--- src/rtl/pwr_rstctl_pkg.sv ---
package pwr_rstctl_pkg;
  localparam int DATA_W   = 16;
  localparam int SIZE_W   = 3;
  localparam int BYTE_W   = 8;
  localparam int TYPE_LSB = 10;
  localparam int TYPE_W   = 3;
  localparam int SLPEN_BIT = 13;
  localparam int RSTGO_BIT = 2;
  localparam int FLD_LSB  = 2;
  localparam int FLD_MSB  = 12;
  localparam int FLD_W    = FLD_MSB - FLD_LSB + 1;

  typedef enum logic [1:0] {
    SEL_NONE = 2'd0,
    SEL_RST  = 2'd1,
    SEL_CTL  = 2'd2,
    SEL_CMD  = 2'd3
  } pwr_sel_e;

  typedef struct packed {
    logic wr_rst;
    logic wr_ctl;
    logic wr_cmd;
    logic rd_rst;
    logic rd_ctl;
  } pwr_acc_t;
endpackage

--- src/rtl/pwr_decode.sv ---
module pwr_decode
  import pwr_rstctl_pkg::*;
#(
  parameter int ADDR_W = 16,
  parameter logic [ADDR_W-1:0] RST_ADDR = 16'h0CF9,
  parameter logic [ADDR_W-1:0] CTL_ADDR = 16'h0404,
  parameter logic [ADDR_W-1:0] CMD_ADDR = 16'h00B2
) (
  input  logic [ADDR_W-1:0] addr,
  input  logic              rd,
  input  logic              wr,
  input  logic [SIZE_W-1:0] size,
  output pwr_acc_t          acc,
  output logic              err
);
  localparam logic [SIZE_W-1:0] SZ_BYTE = SIZE_W'(1);
  localparam logic [SIZE_W-1:0] SZ_WORD = SIZE_W'(2);

  pwr_sel_e sel;
  logic     size_ok;

  always_comb begin
    if (addr == RST_ADDR)      sel = SEL_RST;
    else if (addr == CTL_ADDR) sel = SEL_CTL;
    else if (addr == CMD_ADDR) sel = SEL_CMD;
    else                       sel = SEL_NONE;
  end

  always_comb begin
    case (sel)
      SEL_RST: size_ok = (size == SZ_BYTE);
      SEL_CTL: size_ok = (size == SZ_WORD);
      SEL_CMD: size_ok = (size == SZ_BYTE);
      default: size_ok = 1'b0;
    endcase
  end

  always_comb begin
    acc        = '0;
    acc.wr_rst = wr && size_ok && (sel == SEL_RST);
    acc.wr_ctl = wr && size_ok && (sel == SEL_CTL);
    acc.wr_cmd = wr && size_ok && (sel == SEL_CMD);
    acc.rd_rst = rd && size_ok && (sel == SEL_RST);
    acc.rd_ctl = rd && size_ok && (sel == SEL_CTL);
  end

  always_comb begin
    err = 1'b0;
    if (sel != SEL_NONE) begin
      if ((rd || wr) && !size_ok) err = 1'b1;
      if (rd && (sel == SEL_CMD)) err = 1'b1;
    end
  end
endmodule

--- src/rtl/pwr_rst_reg.sv ---
module pwr_rst_reg
  import pwr_rstctl_pkg::*;
(
  input  logic              clk,
  input  logic              rst_n,
  input  logic              wr_en,
  input  logic [BYTE_W-1:0] wbyte,
  output logic [BYTE_W-1:0] rbyte,
  output logic              rst_pulse
);
  logic [BYTE_W-1:0] byte_q;
  logic              go_rise;

  // Bit 1 (hard/soft) is kept for read-back only; both kinds request the same reset.
  assign go_rise = wr_en && wbyte[RSTGO_BIT] && !byte_q[RSTGO_BIT];

  always_ff @(posedge clk or negedge rst_n) begin
    if (!rst_n) begin
      byte_q    <= '0;
      rst_pulse <= 1'b0;
    end else begin
      rst_pulse <= go_rise;
      if (wr_en) byte_q <= wbyte;
    end
  end

  assign rbyte = byte_q;
endmodule

--- src/rtl/pwr_cmd_dec.sv ---
module pwr_cmd_dec
  import pwr_rstctl_pkg::*;
#(
  parameter logic [BYTE_W-1:0] CMD_ON  = 8'hA0,
  parameter logic [BYTE_W-1:0] CMD_OFF = 8'hA1
) (
  input  logic              wr_en,
  input  logic [BYTE_W-1:0] cmd,
  output logic              ie_set,
  output logic              ie_clr
);
  assign ie_set = wr_en && (cmd == CMD_ON);
  assign ie_clr = wr_en && (cmd == CMD_OFF);
endmodule

--- src/rtl/pwr_slp_reg.sv ---
module pwr_slp_reg
  import pwr_rstctl_pkg::*;
#(
  parameter logic [TYPE_W-1:0] OFF_TYPE = 3'd5
) (
  input  logic              clk,
  input  logic              rst_n,
  input  logic              wr_en,
  input  logic [DATA_W-1:0] wdata,
  input  logic              ie_set,
  input  logic              ie_clr,
  output logic [DATA_W-1:0] rdata,
  output logic              ie,
  output logic              off_pulse
);
  logic [FLD_W-1:0] fld_q;
  logic             ie_q;
  logic             off_hit;

  // The decision uses the type carried by this same write.
  assign off_hit = wr_en && wdata[SLPEN_BIT] &&
                   (wdata[TYPE_LSB +: TYPE_W] == OFF_TYPE);

  always_ff @(posedge clk or negedge rst_n) begin
    if (!rst_n) begin
      fld_q     <= '0;
      off_pulse <= 1'b0;
    end else begin
      off_pulse <= off_hit;
      if (wr_en) fld_q <= wdata[FLD_MSB:FLD_LSB];
    end
  end

  // Only the command port moves the enable; this register's write path never does.
  always_ff @(posedge clk or negedge rst_n) begin
    if (!rst_n)      ie_q <= 1'b0;
    else if (ie_set) ie_q <= 1'b1;
    else if (ie_clr) ie_q <= 1'b0;
  end

  always_comb begin
    rdata                  = '0;
    rdata[FLD_MSB:FLD_LSB] = fld_q;
    rdata[0]               = ie_q;
  end

  assign ie = ie_q;
endmodule

--- src/rtl/pwr_rstctl_unit.sv ---
module pwr_rstctl_unit
  import pwr_rstctl_pkg::*;
#(
  parameter int ADDR_W = 16,
  parameter logic [ADDR_W-1:0] RST_ADDR = 16'h0CF9,
  parameter logic [ADDR_W-1:0] CTL_ADDR = 16'h0404,
  parameter logic [ADDR_W-1:0] CMD_ADDR = 16'h00B2,
  parameter logic [7:0] CMD_ON  = 8'hA0,
  parameter logic [7:0] CMD_OFF = 8'hA1,
  parameter logic [2:0] OFF_TYPE = 3'd5
) (
  input  logic              clk,
  input  logic              rst_n,
  input  logic [ADDR_W-1:0] bus_addr,
  input  logic              bus_rd,
  input  logic              bus_wr,
  input  logic [2:0]        bus_size,
  input  logic [15:0]       bus_wdata,
  output logic [15:0]       bus_rdata,
  output logic              bus_err,
  output logic              sys_rst_req,
  output logic              soft_off_req,
  output logic              sci_en
);
  pwr_acc_t          acc;
  logic [BYTE_W-1:0] rst_byte;
  logic [DATA_W-1:0] ctl_word;
  logic              ie_set, ie_clr;

  pwr_decode #(
    .ADDR_W(ADDR_W), .RST_ADDR(RST_ADDR), .CTL_ADDR(CTL_ADDR), .CMD_ADDR(CMD_ADDR)
  ) u_dec (
    .addr(bus_addr), .rd(bus_rd), .wr(bus_wr), .size(bus_size),
    .acc(acc), .err(bus_err)
  );

  pwr_rst_reg u_rst (
    .clk(clk), .rst_n(rst_n), .wr_en(acc.wr_rst),
    .wbyte(bus_wdata[BYTE_W-1:0]), .rbyte(rst_byte), .rst_pulse(sys_rst_req)
  );

  pwr_cmd_dec #(.CMD_ON(CMD_ON), .CMD_OFF(CMD_OFF)) u_cmd (
    .wr_en(acc.wr_cmd), .cmd(bus_wdata[BYTE_W-1:0]),
    .ie_set(ie_set), .ie_clr(ie_clr)
  );

  pwr_slp_reg #(.OFF_TYPE(OFF_TYPE)) u_slp (
    .clk(clk), .rst_n(rst_n), .wr_en(acc.wr_ctl), .wdata(bus_wdata),
    .ie_set(ie_set), .ie_clr(ie_clr), .rdata(ctl_word),
    .ie(sci_en), .off_pulse(soft_off_req)
  );

  always_comb begin
    bus_rdata = '0;
    if (acc.rd_rst)      bus_rdata = {{(DATA_W-BYTE_W){1'b0}}, rst_byte};
    else if (acc.rd_ctl) bus_rdata = ctl_word;
  end
endmodule

--- config.mk ---
export PLATFORM = sky130hd
export DESIGN_NAME = pwr_rstctl_unit
export DESIGN_NICKNAME = d
export VERILOG_FILES = /design/src/rtl/pwr_rstctl_pkg.sv /design/src/rtl/pwr_decode.sv /design/src/rtl/pwr_rst_reg.sv /design/src/rtl/pwr_cmd_dec.sv /design/src/rtl/pwr_slp_reg.sv /design/src/rtl/pwr_rstctl_unit.sv
export SDC_FILE = /design/constraint.sdc
export NUM_CORES = 1
export LEC_CHECK = 0
export CAP_MARGIN = 25
export CORE_MARGIN = 1.5
export CORE_UTILIZATION = 29
export DETAILED_ROUTE_END_ITERATION = 10
export DONT_BUFFER_PORTS = 1
export PLACE_DENSITY = 0.53
export SLEW_MARGIN = 10
export SYNTH_ARGS = -nofsm -noshare
export SYNTH_HDL_FRONTEND = slang
export SYNTH_HIERARCHICAL = 1
export SYNTH_SLANG_ARGS = --single-unit
--- constraint.sdc ---
create_clock -name clk -period 7.4 [get_ports clk]
set_clock_uncertainty 0.15 [all_clocks]
set_input_delay 0.74 -clock clk [delete_from_list [all_inputs] [get_ports clk]]
set_output_delay 0.74 -clock clk [all_outputs]
set_load 0.05 [all_outputs]
==> impl_results.md <==
* Post-synthesis instance total at roughly 110
* Number of global-route vias before repair at between 900 and 1000
* # diodes at 0
* Vias per cell at roughly 5.4
* YS warnings at 6
* Synth Area in XOR/XNOR at 0
* Setup TNS at 0 ns
* Busiest layer in global routing: met2
* Slew headroom at 0.547
* Die area at approximately 0.005 mm^2
* CTS H-tree depth at 1
* Main flop type after synthesis: dfrtp_1
* Max VDD drop at approximately 110 uV
* Post-place setup slack at around 3.4 ns
* Type of the worst setup path: input port to primary output
* Worst R2R Start: u_slp/ie$_DFFE_PN0P_
* Grt met3 use at 0.0470
* Post-cts sizing count at 0
* PwrDens at about 170 mW/mm^2
* WP data required at 6.51 ns
* Max cap viols at 0
* Clk buf depth at 2
* Multiplexer share of the synthesized area at 0.182
* Grt total ovfl at 0
* Max incr delay on CP at 0.54 ns
* Wire length per cell at 18.2 um
* Mapped cell area at approximately 0.0013 mm^2
* Final WL at roughly 2900 um
* Slew @ Worst Pin at 0.674 ns
* Root Driver: clkbuf_8
* Pin count of the biggest net entering global routing at 23
* Final GP Congestion at slightly below 0.8
* Final WS setup at 3.38 ns
* Clk slew on worst S/H paths at approximately 0.08 ns
* Row count at 24
* DR vias at 860
* Synthesized flop and latch total at 22
* Layout Nets at between 100 and 150
* Final HPWL DP at between 2000 and 2500 um
* Post-synth top area share at 0.411
* Crit start category: input port
* Final Critical Period at around 4.0 ns
* M1 GR Usage at 0.138
* Commonest cells post-synth: 22 x dfrtp_1, 11 x mux2_2, 8 x a22o_2, 8 x mux2_4
* CP cell instances: or4_4 -> or4b_4 -> nor3_2 -> o2111a_1 -> nor2b_4 -> and2_1
* Layout area overhead at 6.91%
* Fmax at approximately 250 MHz
* Largest family of logic cells by synthesized area: simple AND/OR/NAND/NOR gates
* Synthesized area per cell at about 12 um^2
* First-pass GRT wire length at 4650 um
* EDFF count, synth at 0
* Max Slew Vio Count at 0
* Simple-Gate Fraction of Synth Area at 0.217
* Finish-stage setup viols at 0
* Unrepaired setup endpoints after global routing: no
* Total CTS buffers at 3
* Buffers on Ports at 0
* Remaining antenna violation count at 0
* Final worst-path cycle share at 0.543
* Starting density of the core at 0.304
* Met2 Resource Use GR at 0.207
* Drt initial violations at 46
* Final Hold Vio Count at 0
* Post-synthesis compound-gate area fraction at 0.120
* Lkg Pwr at 0.000641 uW
* Post-synthesis adder-cell area fraction at 0
* Synth unique cells at 39
* Post-synth top area cell: dfrtp_1
* Outcome: finished clean
* Final Util at 0.325
* Top post-synthesis cells by area: dfrtp_1 41%, mux2_2 9.2%, mux2_4 9.0%
* CTS tree: yes
* Total Routing Usage GR at 0.118
* DRC Markers at 0
* Worst Hold Class: input port to asynchronous set/reset pin
* Most frequent cell after synthesis: dfrtp_1
* Initial antenna violation count at 0
* Clock sink count at 22
* Slowest cell on the critical path: or4_4
* Async SR Flop Fraction at 1.00
* CP Capture Type: primary output
* Clk_lat worst skew at about 0.26 ns
* Top delay family on crit path: simple AND/OR/NAND/NOR gates
* Buffers & Inverters on Critical Path at 0
* TritonRoute pass-1 iters at 4
* # IOs at 59
* Layout cells sized above 1 at 0.444
* Fill count at between 400 and 500
* Core area at ~0.0044 mm^2
* Critical path data arrival time at between 3 and 4 ns
* DIE WIDTH at ~70 um
* Chip Height at a little over 70 um
* Max FO, Critical Path at 16
* Crit path launch: bus_addr[0]
* Seq/Total Area, Yosys at 0.411
==> metrics by stage <==
step                      std cells  total power (uW)  instance area, um^2  hold WS (ns)
after floorplan                 111               128                 1350         0.294
after global placement          155               127                 1340         0.295
after detailed placement        155               127                 1340         0.295
after CTS                       159               240                 1410       0.00175
after global routing            160               250                 1430         0.115
final                           160               240                 1430         0.123
==> metal layers <==
layer / up-vias / share of wire
met4: 0 / 0.0045
met2: 33 / 0.52
li1: 395 / -
met3: 2 / 0.061
met1: 430 / 0.42
met5: - / 0
==> layout by cell type (no fill, tap or decap), drive strengths merged, types with 3 or more instances in the layout <==
cell type	n
dfrtp	22
mux2	19
and2	10
a22o	8
conb	4
clkbuf	3
nor2	3
nand2b	3
nor3	3
==> flip-flops by register name, indices dropped and copies added (netlist names) <==
name	flops
u_rst/rbyte	8
u_slp/ie	1
u_rst/rst_pulse	1
u_slp/off_pulse	1
u_slp/fld_q	11
==> layout make-up <==
type                    instances  area [um^2]  share of cell area
clock inverters                 1         30.0              0.0210
inverters                       2         7.51             0.00524
clock buffers                   3         41.3              0.0288
well taps                      52         65.1              0.0454
flip-flops and latches         22          551               0.384
repair buffers                  2         27.5              0.0192
multi-input cells              78          711               0.496
==> timing repair <==
action,CTS,global route
hold buffers,0,1
endpoints found under the hold margin,0,22
setup buffers,0,0
==> worst paths after layout <==
kind                                              end  slack, ns  cells past startpoint
min                        u_slp/fld_q[2]$_DFFE_PN0P_       0.12                      1
max                                     bus_rdata[12]       3.38                      6
min reg2reg                u_slp/fld_q[6]$_DFFE_PN0P_       0.35                      1
max reg2reg                      u_slp/ie$_DFFE_PN0P_       6.31                      1
max in group asynchronous  u_rst/rbyte[3]$_DFFE_PN0P_       6.84                      1
min in group clk           u_slp/fld_q[6]$_DFFE_PN0P_       0.35                      1
==> where the power goes <==
part           internal, uW  switching, uW  total [uW]
logic                  3.42           4.51        7.94
registers               120        0.00279         120
clock network          72.2           40.2         112
total                   196           44.7         240
==> kinds of logic (layout without fill, tap and decap cells) <==
| family | Yosys count | after routing |
|---|---|---|
| simple gates | 39 | 39 |
| flops | 22 | 22 |
| mux | 19 | 19 |
| compound gates | 16 | 16 |
| buf+inv | 11 | 8 |
| other cells | 1 | 4 |
Power figures use the tool's default switching activity.
